**src/rtl/merger_pkg.sv**
```systemverilog
package merger_pkg;
   // branch encoding: which side of the differential integrator is active
   typedef enum logic {
      BR_POS = 1'b0,
      BR_NEG = 1'b1
   } branch_e;
endpackage

```
**src/rtl/mrg_sat_cnt.sv**
```systemverilog
module mrg_sat_cnt #(
   parameter int W = 12
) (
   input  logic                clk_i,
   input  logic                rst_ni,
   input  logic                pulse_i,
   input  logic                dir_neg_i,
   input  logic                clr_i,
   output logic signed [W-1:0] cnt_nx_o,
   output logic                ovf_nx_o
);
   localparam logic signed [W:0]   ONE  = 1;
   localparam logic signed [W:0]   MAXW = (2 ** (W - 1)) - 1;
   localparam logic signed [W:0]   MINW = -(2 ** (W - 1));
   localparam logic signed [W-1:0] MAXV = MAXW[W-1:0];
   localparam logic signed [W-1:0] MINV = MINW[W-1:0];

   generate
      if (W < 2) begin : g_bad_w
         $error("mrg_sat_cnt: W must be at least 2");
      end
   endgenerate

   logic signed [W-1:0] cnt_q;
   logic                ovf_q;
   logic signed [W:0]   ext, wide;

   always_comb begin
      ext  = {cnt_q[W-1], cnt_q};
      wide = ext;
      if (pulse_i) wide = dir_neg_i ? (ext - ONE) : (ext + ONE);
      ovf_nx_o = ovf_q;
      if (wide > MAXW) begin
         cnt_nx_o = MAXV;
         ovf_nx_o = 1'b1;
      end else if (wide < MINW) begin
         cnt_nx_o = MINV;
         ovf_nx_o = 1'b1;
      end else begin
         cnt_nx_o = wide[W-1:0];
      end
   end

   always_ff @(posedge clk_i or negedge rst_ni) begin
      if (!rst_ni) begin
         cnt_q <= '0;
         ovf_q <= 1'b0;
      end else if (clr_i) begin
         cnt_q <= '0;
         ovf_q <= 1'b0;
      end else begin
         cnt_q <= cnt_nx_o;
         ovf_q <= ovf_nx_o;
      end
   end


   sat_hi_chk: assert property (@(posedge clk_i) disable iff (!rst_ni)
      (cnt_q == MAXV && pulse_i && !dir_neg_i && !clr_i) |=> (cnt_q == MAXV && ovf_q));

   sat_lo_chk: assert property (@(posedge clk_i) disable iff (!rst_ni)
      (cnt_q == MINV && pulse_i && dir_neg_i && !clr_i) |=> (cnt_q == MINV && ovf_q));

   cnt_restart_chk: assert property (@(posedge clk_i) disable iff (!rst_ni)
      clr_i |=> (cnt_q == '0 && !ovf_q));
endmodule

```
**src/rtl/mrg_residue.sv**
```systemverilog
module mrg_residue #(
   parameter int ADC_W      = 16,
   parameter bit OFFSET_BIN = 1'b0
) (
   input  logic                  clk_i,
   input  logic                  rst_ni,
   input  logic [ADC_W-1:0]      sample_i,
   input  logic                  branch_i,
   input  logic                  capture_i,
   output logic signed [ADC_W:0] fold_o,
   output logic signed [ADC_W:0] start_o
);
   import merger_pkg::*;

   logic [ADC_W-1:0]      val;
   logic signed [ADC_W:0] ext;

   generate
      if (OFFSET_BIN) begin : g_offbin
         assign val = {~sample_i[ADC_W-1], sample_i[ADC_W-2:0]};
      end else begin : g_twos
         assign val = sample_i;
      end
   endgenerate

   always_comb begin
      ext    = {val[ADC_W-1], val};
      fold_o = (branch_e'(branch_i) == BR_NEG) ? -ext : ext;
   end

   always_ff @(posedge clk_i or negedge rst_ni) begin
      if (!rst_ni)        start_o <= '0;
      else if (capture_i) start_o <= fold_o;
   end


   chain_chk: assert property (@(posedge clk_i) disable iff (!rst_ni)
      capture_i |=> (start_o == $past(fold_o)));

   chain_hold_chk: assert property (@(posedge clk_i) disable iff (!rst_ni)
      !capture_i |=> $stable(start_o));
endmodule

```
**src/rtl/mrg_win_seq.sv**
```systemverilog
module mrg_win_seq #(
   parameter int WIN_SAMPLES = 20
) (
   input  logic clk_i,
   input  logic rst_ni,
   input  logic valid_i,
   output logic close_o
);
   localparam int IDX_W = (WIN_SAMPLES > 2) ? $clog2(WIN_SAMPLES) : 1;
   localparam logic [IDX_W-1:0] LAST = IDX_W'(WIN_SAMPLES - 1);

   generate
      if (WIN_SAMPLES < 2) begin : g_bad_win
         $error("mrg_win_seq: WIN_SAMPLES must be at least 2");
      end
   endgenerate

   logic [IDX_W-1:0] idx_q;

   assign close_o = valid_i && (idx_q == LAST);

   always_ff @(posedge clk_i or negedge rst_ni) begin
      if (!rst_ni)      idx_q <= '0;
      else if (close_o) idx_q <= '0;
      else if (valid_i) idx_q <= idx_q + 1'b1;
   end


   idx_range_chk: assert property (@(posedge clk_i) disable iff (!rst_ni)
      idx_q <= LAST);

   idx_idle_chk: assert property (@(posedge clk_i) disable iff (!rst_ni)
      !valid_i |=> $stable(idx_q));
endmodule

```
**src/rtl/toggle_residue_merger.sv**
```systemverilog
module toggle_residue_merger #(
   parameter int ADC_W          = 16,
   parameter int WIN_SAMPLES    = 20,
   parameter int CNT_W          = 12,
   parameter int Q_W            = 16,
   parameter int RES_W          = 40,
   parameter bit ADC_OFFSET_BIN = 1'b0
) (
   input  logic             clk_i,
   input  logic             rst_ni,
   input  logic             pulse_i,
   input  logic             branch_i,
   input  logic             adc_valid_i,
   input  logic [ADC_W-1:0] adc_data_i,
   input  logic             hold_i,
   input  logic [Q_W-1:0]   q_step_i,
   input  logic [RES_W-1:0] offset_i,
   output logic             res_valid_o,
   output logic [RES_W-1:0] res_data_o,
   output logic             res_ovf_o,
   output logic             res_hold_o
);
   import merger_pkg::*;

   localparam int FOLD_W = ADC_W + 1;

   generate
      if (RES_W < CNT_W + Q_W + 2 || RES_W < FOLD_W + 2) begin : g_bad_res
         $error("toggle_residue_merger: RES_W too narrow for product and residue");
      end
   endgenerate

   logic                    close;
   logic signed [CNT_W-1:0] cnt_nx;
   logic                    ovf_nx;
   logic signed [ADC_W:0]   fold, start;
   logic                    hold_q, hold_nx;
   logic signed [RES_W-1:0] cnt_e, q_e, end_e, start_e, off_e, merged;

   mrg_win_seq #(.WIN_SAMPLES(WIN_SAMPLES)) u_seq (
      .clk_i  (clk_i),
      .rst_ni (rst_ni),
      .valid_i(adc_valid_i),
      .close_o(close)
   );

   mrg_sat_cnt #(.W(CNT_W)) u_cnt (
      .clk_i    (clk_i),
      .rst_ni   (rst_ni),
      .pulse_i  (pulse_i),
      .dir_neg_i(branch_e'(branch_i) == BR_NEG),
      .clr_i    (close),
      .cnt_nx_o (cnt_nx),
      .ovf_nx_o (ovf_nx)
   );

   mrg_residue #(.ADC_W(ADC_W), .OFFSET_BIN(ADC_OFFSET_BIN)) u_res (
      .clk_i    (clk_i),
      .rst_ni   (rst_ni),
      .sample_i (adc_data_i),
      .branch_i (branch_i),
      .capture_i(close),
      .fold_o   (fold),
      .start_o  (start)
   );

   always_comb begin
      hold_nx = hold_q | hold_i;
      cnt_e   = {{(RES_W - CNT_W){cnt_nx[CNT_W-1]}}, cnt_nx};
      q_e     = {{(RES_W - Q_W){1'b0}}, q_step_i};
      end_e   = {{(RES_W - FOLD_W){fold[ADC_W]}}, fold};
      start_e = {{(RES_W - FOLD_W){start[ADC_W]}}, start};
      off_e   = offset_i;
      merged  = (cnt_e * q_e) + (end_e - start_e) - off_e;
   end

   always_ff @(posedge clk_i or negedge rst_ni) begin
      if (!rst_ni) begin
         hold_q      <= 1'b0;
         res_valid_o <= 1'b0;
         res_data_o  <= '0;
         res_ovf_o   <= 1'b0;
         res_hold_o  <= 1'b0;
      end else begin
         hold_q      <= close ? 1'b0 : hold_nx;
         res_valid_o <= close;
         if (close) begin
            res_data_o <= hold_nx ? '0 : merged;
            res_ovf_o  <= hold_nx ? 1'b0 : ovf_nx;
            res_hold_o <= hold_nx;
         end else begin
            res_ovf_o  <= 1'b0;
            res_hold_o <= 1'b0;
         end
      end
   end


   single_strobe_chk: assert property (@(posedge clk_i) disable iff (!rst_ni)
      res_valid_o |=> !res_valid_o);

   strobe_src_chk: assert property (@(posedge clk_i) disable iff (!rst_ni)
      !adc_valid_i |=> !res_valid_o);

   marker_chk: assert property (@(posedge clk_i) disable iff (!rst_ni)
      res_hold_o |-> (res_valid_o && !res_ovf_o && res_data_o == '0));

   ovf_with_result_chk: assert property (@(posedge clk_i) disable iff (!rst_ni)
      res_ovf_o |-> res_valid_o);
endmodule

```
**config.mk**
```make
export PLATFORM = sky130hd
export DESIGN_NAME = toggle_residue_merger
export DESIGN_NICKNAME = d
export VERILOG_FILES = /design/src/rtl/merger_pkg.sv /design/src/rtl/mrg_sat_cnt.sv /design/src/rtl/mrg_residue.sv /design/src/rtl/mrg_win_seq.sv /design/src/rtl/toggle_residue_merger.sv
export SDC_FILE = /design/constraint.sdc
export NUM_CORES = 1
export LEC_CHECK = 0
export BUFFER_PORTS_ARGS = -buffer_cell sky130_fd_sc_hd__buf_2
export CAP_MARGIN = 20
export CORE_MARGIN = 4
export CORE_UTILIZATION = 41
export CTS_BUF_LIST = sky130_fd_sc_hd__clkbuf_4 sky130_fd_sc_hd__clkbuf_8
export CTS_CLUSTER_SIZE = 30
export DETAILED_ROUTE_END_ITERATION = 16
export SYNTH_ARGS = -nofsm -noshare
export SYNTH_HDL_FRONTEND = slang
export SYNTH_SLANG_ARGS = --single-unit
export TNS_END_PERCENT = 5
```
**constraint.sdc**
```tcl
create_clock -name clk_i -period 20.4 [get_ports clk_i]
set_input_delay 3.06 -clock clk_i [delete_from_list [all_inputs] [get_ports clk_i]]
set_output_delay 3.06 -clock clk_i [all_outputs]
set_load 0.03 [all_outputs]
```
### Word level (Yosys, flattened, before mapping)

Index checks and enable logic that the tools add are counted.

| operators by class | value |
|---|---|
| add/sub/neg operators | 7 |
| multipliers | 1 |
| order comparisons | 2 |
| equal/unequal tests | 1 |
| multiplexer cells | 16 |
| bitwise gates (word level) | 1 |
| reduce and logical (&&, ||, !) cells | 2 |

Operator list:

| cell | number |
|---|---|
| $mux W40 | 1 |
| $sub A30 B40 Y40 | 1 |
| $mux W12 | 3 |
| $add A29 B18 Y30 | 1 |
| $mul A12 B17 Y29 | 1 |
| $mux W13 | 2 |
| $sub A17 B17 Y18 | 1 |
| $mux W17 | 1 |
| $neg A16 Y17 | 1 |
| $add A12 B2 Y13 const B | 1 |
| $gt A13 B12 Y1 const B | 1 |
| $lt A13 B12 Y1 const B | 1 |
| $sub A12 B2 Y13 const B | 1 |
| $mux W5 | 2 |
| $mux W1 | 7 |
| $add A5 B1 Y5 const B | 1 |
| $eq A5 B5 Y1 const B | 1 |
| $reduce_bool A2 Y1 | 1 |
| $logic_and A1 B1 Y1 | 1 |
| $or A1 B1 Y1 | 1 |

| storage, ports and cells | value |
|---|---|
| flip-flop bits (word level) | 79 |
| word-level logic and storage cells | 39 |

### Logic depth before layout (Yosys ltp)

Gate-level depths: netlist (run 1).

| depth | value |
|---|---|
| depth in word-level cells | 10 |
| depth in mapped cells | 36 |
| gate-level depth less buffers | 33 |

### Modules after synthesis

Synthesis (run 1) repeated with hierarchy kept, for this count alone.

| second synthesis, totals | value |
|---|---|
| cells, all modules | 1592 |
| area, all modules | 15050.7 sq um |

Modules (own cells, without submodules):

| module | instances | cells each | area an instance (sq um) | sequential area each (sq um) |
|---|---|---|---|---|
| toggle_residue_merger | 1 | 1310 | 12219.2 | 1101.1 |
| mrg_sat_cnt | 1 | 171 | 1517.7 | 325.3 |
| mrg_residue | 1 | 87 | 1061.0 | 425.4 |
| mrg_win_seq | 1 | 24 | 252.7 | 125.1 |

### Worst setup path after synthesis (run 1)

OpenSTA, ideal clock, no wires.

| timing path | value |
|---|---|
| path type | input to register |
| start point | input branch_i |
| end point | register res_data_o[35] |
| library setup time | 122 ps |
| arrival | 11095 ps |
| data required time | 20278 ps |
| slack | 9184 ps |
| cell stages on the path | 29 |
| cell sequence | clkbuf_1 clkbuf_1 inv_1 fa_1 nand3b_1 a211oi_1 or4b_1 nand3_2 a31o_4 maj3_2 mux2i_4 buf_6 nand2_1 fa_1 fa_1 inv_1 fa_1 fa_1 fa_1 inv_1 fa_1 inv_1 ha_1 and4_1 a221o_1 o2111ai_1 a21oi_1 or4_1 a32o_1 |

| between the ends | value |
|---|---|
| cells in the longest elaborated chain, start to end | 9 |
| elaborated cells between the ends (all ways) | 12 |

Ends and longest elaborated chain:

| what | line | source |
|---|---|---|
| start, declared | toggle_residue_merger.sv:12 | `input logic branch_i,` |
| $mux W13 (2 in a row) | mrg_sat_cnt.sv:31 | `if (pulse_i) wide = dir_neg_i ? (ext - ONE) : (ext + ONE);` |
| $lt A13 B12 Y1 | mrg_sat_cnt.sv:36 | `end else if (wide < MINW) begin` |
| $mux W12 | mrg_sat_cnt.sv:36 |  |
| $mux W12 | mrg_sat_cnt.sv:33 | `if (wide > MAXW) begin` |
| $mul A12 B17 Y29 | toggle_residue_merger.sv:74 | `merged = (cnt_e * q_e) + (end_e - start_e) - off_e;` |
| $add A29 B18 Y30 (*) | toggle_residue_merger.sv:74 |  |
| $sub A30 B40 Y40 (*) | toggle_residue_merger.sv:74 |  |
| $mux W40 (*) | toggle_residue_merger.sv:88 | `res_data_o <= hold_nx ? '0 : merged;` |
| end signal, assigned | toggle_residue_merger.sv:88 |  |
| end, declared | toggle_residue_merger.sv:19 | `output logic [RES_W-1:0] res_data_o,` |

Every way passes the cells marked *; elsewhere a longest branch is shown, timed or not.
A chain may end at the register's enable or synchronous reset.

### Worst setup path after layout (run 1)

| timing path | value |
|---|---|
| start point | input branch_i |
| end point | register res_data_o[25] |

The elaborated chain is that of the path after synthesis.

==> results by stage, run 1 <==
Detailed routing:
- The average wire length per cell after detail routing is 17.1 um.
- The count of nets left with antenna violations once routing finished came out at 0.
- The residual DRC count is 0.
- Across all layers, the routed design uses about 11,000 vias.
- The number of vias per cell after detailed routing is 4.98.
- The first routing iteration left just under 500 violations.
- Summed over all layers, the routed wires come to roughly 36,000 um.
- The first detailed-routing pass ran for 5 iterations.

Critical path:
- Following the worst setup path forward leads to its endpoint at res_data_o[25].
- The worst register-to-register path begins at u_cnt.cnt_q[0].
- By instance count, the cell type seen most on the critical path is fa_1.
- The critical path starts at branch_i.
- STA classifies the critical path endpoint as a flop.
- The destination of the worst register-to-register timing path is res_data_o[25].
- The slowest stage of the critical path belongs to the cell mux2i_4.
- The worst setup slack for register-to-register paths is 11.39 ns.
- The critical path launch point type is an input pin.
- The setup path with the least slack is of type in2reg.
- STA puts the critical path data required time at about 21 ns.
- Of all nets on the critical path, the largest fanout is 30.
- At the worst endpoint, the arrival time is between 10 and 15 ns.
- The delay of the slowest cell on the worst path is 0.59 ns.
- The cell count of the worst reg-to-reg path is 28.

Timing:
- In the finished design, the share of the clock period the worst path needs comes to 0.583.
- The count of final hold-check violations is 0.
- After layout, the minimum clock period comes to 11.89 ns.
- Adding up every negative setup slack in the final design gives 0 ns.
- The measured slew at the worst slew-check pin is 1.02 ns.
- The highest attainable clock frequency is roughly 0.084 GHz.
- The setup clock skew after layout is 0.0241 ns.
- The worst max-slew margin expressed relative to the limit is 0.317.
- The max-slew violation total from the final report is 0.
- Setup violations remaining at the end of the flow were counted as 0.
- Setup repair after global routing left no endpoint under its margin.

Synth:
- The share of synthesized area in the top cell type comes to 0.334.
- After synthesis the netlist holds a flip-flop and latch count of 79.
- The number of synthesis warnings is 0.
- Each instance of the synthesized netlist takes up on average just over 9 um^2.
- The synthesized netlist net count is 2,064.
- The flip-flop cell with the highest count after synthesis is dfrtp_1.
- By count the netlist is led by inv_1 (365), fa_1 (243), nand2_1 (176).
- After synthesis, the netlist uses 76 different library cells.
- After technology mapping, the gate count stands at roughly 1,600.
- The post-synth design cell area is 14,600 um^2.
- By area the synthesized netlist is led by fa_1 (33%), ha_1 (15%), dfrtp_1 (14%).
- Of the synthesized area, sequential elements account for 0.136.
- The cell accounting for the most synthesized area is fa_1.
- The share of flip-flops with an asynchronous set or reset after synthesis is 1.00.
- The synthesized design contains 0 enable-type register cells.
- In the post-synthesis netlist, the cell with the most instances is inv_1.

CTS:
- The maximum buffer depth of the clock tree is 2.
- The post-cts sizing count is 0.
- TritonCTS created 9 clock buffers.
- The count of hold buffers inserted by post-cts repair is 0.
- The TritonCTS clock tree is done.
- After clock tree synthesis, the clock-pin slew on the worst setup and hold paths is 0.10 ns.
- The number of levels the H-tree was split into is 3.
- CTS saw 79 sinks.
- The tree is rooted in a clkbuf_8.
- The post-CTS setup buffer count is 0.
- Clock latency on the worst-skew pair, taken at its later pin, is 0.40 ns.

Final layout:
- The repair_antennas step left the layout with diodes totalling 0.
- The final instance count without filler cells is 2,123.
- Relative to the synthesized area, the layout overhead comes to 8.46%.
- Of the cells placed in the final design, the portion with a size suffix greater than 1 is 0.109.
- The count of nets after finishing is 2,155.
- The layout has 3,385 filler cells.

Outcome:
- The flow ran to the end, and the final reports show no timing, DRC or antenna violations.

Global route:
- The number of antenna violations at the first check in global routing came to 0.
- Entering global routing, the biggest net connects 91 pins.
- Summed over all layers, the global routing overflow is 0.
- The all-layer global routing usage is 0.198.
- The via count of the first global-routing pass is between 10,000 and 15,000.
- The first global-routing pass estimated 61,500 um of wire.

Die:
- After floorplanning, the core was divided into 68 placement rows.
- The effective utilization at floorplan is 0.418.
- The floorplan die width is between 150 and 200 um.
- During I/O placement, the number of pins put on the boundary was 121.
- The die is around 200 um tall.
- The die covers 38,600 um^2.
- The floorplan step defined a core boundary enclosing 34,800 um^2.

Place:
- The placer congestion estimate is 0.840.
- The quantity of I/O buffers inserted on ports is 120.
- The detailed placer's ending HPWL is 29,600 um.
- The number of placed instances, taps included, is ~2,100.

Job:
- Max-cap violations in this run came to 0.

Worst hold path:
- The class of the tightest hold or removal check is reg2reg.
-- worst min-delay path by stage --
stage / startpoint / slack, ns / end / cells after the start
detailed placement: res_data_o[2] / 0.46 / res_data_o[2] / 2
floorplan: u_cnt.ovf_q / 0.45 / u_cnt.ovf_q / 2
global placement: res_data_o[0] / 0.45 / res_data_o[0] / 2
finish: res_data_o[0] / 0.48 / res_data_o[0] / 2
global route: res_data_o[0] / 0.52 / res_data_o[0] / 2
CTS: res_data_o[2] / 0.48 / res_data_o[2] / 2
-- worst max-delay path, delay by kind of cell --
| family | cells | cell delay, ns |
|---|---|---|
| and+or+nand+nor | 6 | 1.15 |
| buffers and inverters | 5 | 0.79 |
| adders and majority gates | 9 | 4.34 |
| xor gates and xnor gates | 1 | 0.26 |
| muxes | 1 | 0.59 |
| AOI/OAI and AO/OA | 7 | 1.90 |
-- sequential cells by signal (all words and copies together), names as in the netlist --
signal	count
u_seq.idx_q	5
res_data_o	40
u_cnt.ovf_q	1
res_hold_o	1
u_res.start_o	17
res_ovf_o	1
res_valid_o	1
hold_q	1
u_cnt.cnt_q	12
-- layer usage --
metal | wire (um) | GRT usage | part of all wire
met1 | 16500 | 0.268 | 0.45
met2 | 17800 | 0.342 | 0.49
met3 | 1480 | 0.0342 | 0.041
met4 | 469 | 0.0318 | 0.013
met5 | 0 | 0 | 0
-- through the flow --
stage | cell area [um^2] | util | hold WS, ns | setup WS, ns
after CTS | 15800 | 0.454 | 0.482 | 8.56
after global placement | 15600 | 0.448 | 0.453 | 8.27
after global routing | 15800 | 0.454 | 0.518 | 8.02
after detailed placement | 15600 | 0.448 | 0.458 | 8.17
after floorplan | 14600 | - | 0.450 | 9.18
final | 15800 | 0.454 | 0.482 | 8.51
-- logic make-up after synthesis --
group,after synthesis,synth area share
buf+inv,415,0.109
compound gates,201,0.0963
xor+xnor,62,0.0386
fa+ha+maj,415,0.482
mux,6,0.00550
simple gates,394,0.133
flops,79,0.136
-- layout by cell type, fill, tap and decap left out, types with 4 or more instances in the layout --
master and count:
a22o_1 5, nand3_1 12, nand2_2 10, a21o_1 19, and3_1 19, buf_4 9, buf_2 119, o2bb2ai_4 4
nand2b_1 19, a21oi_1 37, and2_1 52, a31oi_1 8, nand2_1 176, ha_1 171, o31ai_1 16, fa_1 243
a21boi_0 4, xnor2_1 28, inv_1 365, nor2_1 42, or2b_1 6, or3_1 4, or4_1 4, nor3_1 9
dfrtp_1 79, nor2b_1 23, xor2_1 33, a211oi_1 6, o21ai_0 66, clkbuf_8 9
-- final cells by class --
| cell class | instances | area (um^2) | share of cell area |
|---|---|---|---|
| multi-input cells | 1078 | 11000 | 0.696 |
| inverters | 367 | 1380 | 0.0872 |
| flip-flops and latches | 79 | 1980 | 0.125 |
| clock buffers | 9 | 124 | 0.00784 |
| repair buffers | 128 | 663 | 0.0420 |
| clock inverters | 7 | 86.3 | 0.00547 |
| well taps | 455 | 569 | 0.0360 |
Power of run 1 is left out: the tool's default activity adds up to more than one toggle a clock period on the data nets, which glitch-free logic cannot reach.
==> inputs of run 2 (changes only) <==
clock period = 11.5 ns   (was 20.4 ns; I/O delays follow)
==> results by stage, run 2 (synthesis results as in run 1) <==
Die:
- The effective utilization at floorplan is 0.418.
- The die covers roughly 39,000 um^2.
- The top-level port count is 121.
- The region available for standard cell placement spans 34,800 um^2.
- In this run the core area contains 68 standard-cell rows.
- In this run the horizontal extent of the chip is 196 um.
- The die outline height is 196 um.

Final layout:
- In the final design database the tool counted 2,157 nets.
- Compared with the post-synthesis result, the final layout area differs by 8.39%.
- Ranked by flip-flop count, first place goes to res_data_o.
- The largest registers in the layout are res_data_o (40), u_res.start_o (17), u_cnt.cnt_q (12).
- The antenna diode count is 0.
- The library cells used most frequently in the layout, excluding fill and tap cells, are inv_1 (365), fa_1 (243), nand2_1 (176).
- The register with the most flip-flops in the layout has 40 of them.
- The fraction of layout cells with a size suffix above 1 is 0.109.
- The final-layout fill cell count is 3,427.
- Leaving out fill and tap cells, the most frequent cell in the layout is inv_1.

Detailed routing:
- The via count is around 11,000.
- The detailed router finished its first iteration with 447 violations.
- The final antenna-violating net count is 0.
- Dividing the detail-routed via count by the number of cells gives 4.99.
- Before antenna repair, the detailed router went through 4 iterations.
- In the final routed layout, each cell accounts on average for 16.7 um.
- The overall routed net length is 35,500 um.
- In the routed design, unresolved DRC markers number 0.

CTS:
- The number of gates resized after CTS was 0.
- The number of buffers added by the clock tree synthesis step is 9.
- The maximum buffer depth of the clock tree is 2.
- The clock network latency to the later pin of the worst-skew pair is 0.39 ns.
- Post-CTS timing repair inserted 0 buffers for setup.
- TritonCTS built the clock tree.
- Buffers inserted to repair hold after CTS numbered 0.
- The buffer type at the clock tree root is clkbuf_8.
- The H-tree was split into 3 levels.
- The total number of clock tree sinks is between 70 and 80.
- After clock tree synthesis, the clock-pin slew on the worst setup and hold paths is 0.09 ns.

Outcome:
- The flow ran to the end, and the final reports show no timing, DRC or antenna violations.

Global route:
- The all-layer global routing usage is 0.194.
- The number of antenna violations at the first check in global routing is 0.
- The global-route wire length before repair is just over 60,000 um.
- The via count of the first global-routing pass is 11,600.
- Global routing finished with a remaining overflow of 0.
- The pin count of the biggest net entering global routing is 91.

Critical path:
- The kind of cell adding the most delay to the critical path is adder cells.
- The worst setup path is launched from an input pin.
- The worst endpoint required time is approximately 12 ns.
- The delay of the slowest cell on the worst path is between 0.5 and 0.6 ns.
- The critical path contains buffers and inverters numbering 5 combined.
- The slowest stage of the critical path belongs to the cell fa_1.
- In this run the worst path has a maximum fanout of 30.
- The data arrival time of the critical path is 10.55 ns.
- The most frequent cell on the critical path is fa_1.
- The type of element capturing the critical path is a flop.
- The classification of the worst setup path is in2reg.

Timing:
- The post-route setup TNS is 0 ns.
- At the pin with the least slew margin, the transition time is 0.982 ns.
- The setup-violating endpoint count in the final report is 0.
- Of the available clock period, the critical path in the final layout requires 0.896.
- The count of final hold-check violations is 0.
- The minimum clock period after layout is between 10 and 15 ns.
- The setup clock skew after layout is 0.0186 ns.
- The highest attainable clock frequency is 0.0970 GHz.
- Headroom to the max-slew limit came out at 0.344.
- The max-slew violation total from the final report is 0.
- Setup repair after global routing left no endpoint under its margin.

Job:
- Max-cap violations in this run came to 0.

Place:
- The detailed placer's ending HPWL is ~30,000 um.
- Routability-driven placement finished with a final weighted congestion of ~0.88.
- The count of buffers added on input and output ports is 120.

Worst hold path:
- The min-delay analysis places its worst path in the category reg2reg.
==> run 2: changes by cell type in the layout (fill, tap and decap cells not counted), sizes merged <==
cell,delta
clkinv,+2
buf,+2
inv,-4
==> run 2: worst paths after layout <==
| check | startpoint | to | slack (ns) | cells past startpoint |
|---|---|---|---|---|
| worst min-delay path | res_data_o[2] | res_data_o[2] | 0.49 | 2 |
| worst max register to register | u_cnt.cnt_q[0] | res_data_o[25] | 2.71 | 28 |
| max in group asynchronous | rst_ni | u_res.start_o[16] | 9.15 | 2 |
| worst max-delay path | branch_i | res_data_o[25] | 1.19 | 29 |
| worst min register to register | res_data_o[2] | res_data_o[2] | 0.49 | 2 |
| min in group asynchronous | rst_ni | u_res.start_o[5] | 1.33 | 1 |
==> run 2: through the flow <==
| step | setup slack, ns | instance area, um^2 | std cells | hold WS (ns) | utilization |
|---|---|---|---|---|---|
| after floorplan | 1.62 | 14600 | 1572 | 0.450 | - |
| after global placement | 0.880 | 15600 | 2109 | 0.449 | 0.448 |
| after detailed placement | 0.796 | 15600 | 2109 | 0.467 | 0.448 |
| after CTS | 1.23 | 15800 | 2123 | 0.489 | 0.454 |
| after global routing | 0.660 | 15800 | 2123 | 0.516 | 0.454 |
| final | 1.19 | 15800 | 2123 | 0.486 | 0.454 |
==> run 2: cell type report <==
type	instances	area (um^2)	share of cell area
multi-input combinational	1078	11000	0.697
sequential	79	1980	0.125
inverter	367	1380	0.0873
timing repair buffer	130	678	0.0430
tap	455	569	0.0361
clock buffer	9	124	0.00785
clock inverter	5	60.1	0.00380
==> run 2: worst min-delay path, cell delays in order (launching register included) <==
cell and delay (ns):
dfrtp_1 0.36, nand2_1 0.05, nand2_1 0.05
==> run 2: per-layer routing <==
metal	track usage	wire, um	vias to the layer above	part of all wire
met1	0.268	16300	5315	0.46
met3	0.0361	1890	37	0.053
met4	0.0429	685	0	0.019
met2	0.321	16600	214	0.47
met5	0	0	-	0
li1	-	-	5038	-
Power of run 2 is left out for the same reason.
==> inputs of run 3 (changes only) <==
CORE_UTILIZATION = 53   (was 41)
PLACE_DENSITY = 0.72   (was not set)
==> results by stage, run 3 (synthesis results as in run 1) <==
Worst hold path:
- The source of the worst hold timing path is u_cnt.ovf_q.
- The endpoint of the worst hold-timing path is u_cnt.ovf_q.
- The worst hold path was traced through 2 stages.
- The tightest min-delay check is of the reg2reg type.

Timing:
- Based on the critical path, the design can be clocked at up to approximately 0.1 GHz.
- The fraction of the cycle the final worst path needs is 0.894.
- The measured slew at the worst slew-check pin is 0.976 ns.
- The clock period could shrink to 10.28 ns.
- For the final routed database, the setup TNS stands at 0 ns.
- The worst max-slew margin expressed relative to the limit is 0.348.
- The max-slew violation total from the final report came to 0.
- The setup-violating endpoint count in the final report is 0.
- Between clock sinks in the finished design, the worst skew comes to 0.0226 ns.
- The count of final hold-check violations is 0.
- Setup repair after global routing left no endpoint under its margin.

Detailed routing:
- The overall routed net length is ~34,000 um.
- The number of search-and-repair iterations in the first detailed-routing pass is 5.
- Detailed routing inserted a total of 10,800 vias.
- The number of vias per cell after detailed routing is 5.37.
- Dividing the detail-routed wire length by the instance count gives 17.1 um.
- The detailed router finished its first iteration with between 400 and 500 violations.
- The residual DRC count is 0.
- Once detail routing completed, the nets flagged for antenna violations numbered 0.

Global route:
- The met3 track demand over resource is 0.0471.
- The via count of the first global-routing pass is 11,800.
- The global-route wire length before repair is about 60,000 um.
- In the global route stage, overall resource usage came out at 0.240.
- For this run, global-route usage on met1 was measured as 0.320.
- The remaining global-route overflow is 0.
- The number of antenna violations at the first check in global routing was 0.
- In the global route stage, met2 resource usage came out at 0.403.
- The pin count of the biggest net entering global routing is 91.
- The layer carrying the most global-route usage is met2.

Critical path:
- The type of element capturing the critical path is a flop.
- The cell with the largest stage delay on the worst path is fa_1.
- The cell count of the worst reg-to-reg path is 28.
- The most frequent cell on the critical path is fa_1.
- The critical path is of the in2reg type.
- Of all nets on the critical path, the largest fanout is 30.
- The endpoint identified for the worst register-to-register timing path is res_data_o[25].
- Data on the critical path arrives at its endpoint at 10.51 ns.
- Tracing the worst setup path back leads to its startpoint at branch_i.
- The worst setup slack for register-to-register paths is between 2 and 3 ns.
- For the worst setup path, the data required time is 11.74 ns.
- STA classifies the critical path startpoint as an input pin.
- The critical register-to-register path startpoint is u_cnt.cnt_q[0].
- The largest single stage delay on the critical path is approximately 0.56 ns.

Die:
- The die covers 30,200 um^2.
- The floorplan has 60 rows.
- In this run the standard cell core region covers 27,000 um^2.
- 121 I/O pins were placed.
- In this run the vertical extent of the chip is 174 um.
- The floorplan step set the die width to about 170 um.
- The initial utilization of the core area, before any placement, comes to 0.539.

Final layout:
- Counting flops per register, the top entry is res_data_o.
- The utilization after layout is 0.578.
- The library cell used most frequently in the layout, excluding fill and tap cells, is inv_1.
- The fraction of layout cells with a size suffix above 1 is 0.109.
- The repair_antennas step left the layout with diodes totalling 0.
- The area growth from synthesis to layout is 7.35%.
- The largest registers in the layout are res_data_o (40), u_res.start_o (17), u_cnt.cnt_q (12).
- The final layout contains 2,156 nets.
- The library cells used most frequently in the layout, excluding fill and tap cells, are inv_1 (365), fa_1 (243), nand2_1 (176).
- The final non-filler cell area is roughly 16,000 um^2.
- The register with the most flip-flops in the layout has 40 of them.

CTS:
- The maximum buffer depth of the clock tree is 2.
- The TritonCTS clock tree is done.
- In this run the number of H-tree levels came out at 3.
- Post-CTS timing repair inserted 0 buffers for setup.
- The tree is rooted in a clkbuf_8.
- In this run, CTS created clock tree buffers numbering 9.
- After clock tree synthesis, the repair step resized 0 gates.
- The total number of clock tree sinks is slightly below 80.
- The number of hold buffers added after CTS was 0.
- Clock-pin slew was measured on the worst setup and hold paths at 0.09 ns.
- At the later pin of the worst-skew pair, clock insertion delay measures 0.39 ns.

Place:
- The post-detailed-placement cell area is 15,400 um^2.
- Summed over all nets, the half-perimeter wirelength after detailed placement is 28,800 um.
- The count of buffers added on input and output ports is 120.
- Routability-driven placement finished with a final weighted congestion of 0.923.

Job:
- The number of max-capacitance violations reported is 0.

Outcome:
- The run finished with clean final reports.
run 3: changes by cell type in the layout (fill, tap and decap cells not counted):
cell	delta
buf_4	-1
bufinv_16	-1
clkbuf_4	+1
clkinv_2	-1
clkinv_4	+1
clkinvlp_4	+1
inv_8	+1
run 3: metal layers:
layer,up-vias,share of wire,wire [um]
met5,-,0,0
met4,0,0.026,893
met3,53,0.056,1930
met2,264,0.48,16700
met1,5429,0.43,14900
li1,5043,-,-
run 3: critical path: cells and delay by family:
kind            cells  cell delay [ns]
fa+ha+maj           9             4.36
simple gates        6             1.13
compound gates      7             1.78
xor+xnor            1             0.23
buf+inv             5             0.78
mux                 1             0.49
run 3: how the worst max path moves through the flow:
stage                           to  slack, ns  cells after the start
floorplan           res_data_o[35]       1.62                     29
global placement    res_data_o[25]       0.91                     32
detailed placement  res_data_o[25]       0.77                     29
CTS                 res_data_o[25]       1.20                     29
global route        res_data_o[25]       0.73                     30
finish              res_data_o[25]       1.22                     29
run 3: metrics by stage:
stage | std cells | setup slack [ns] | hold WS, ns
after floorplan | 1572 | 1.62 | 0.450
after global placement | 1994 | 0.911 | 0.447
after detailed placement | 1994 | 0.767 | 0.465
after CTS | 2010 | 1.20 | 0.490
after global routing | 2010 | 0.728 | 0.515
final | 2010 | 1.22 | 0.486
run 3: layout make-up:
class / instances / area [um^2]
timing repair buffer: 129 / 671
tap: 341 / 427
sequential: 79 / 1980
inverter: 367 / 1380
fill: 2443 / 11400
clock buffer: 10 / 131
multi-input combinational: 1078 / 11000
clock inverter: 6 / 52.6
Power of run 3 is left out for the same reason.
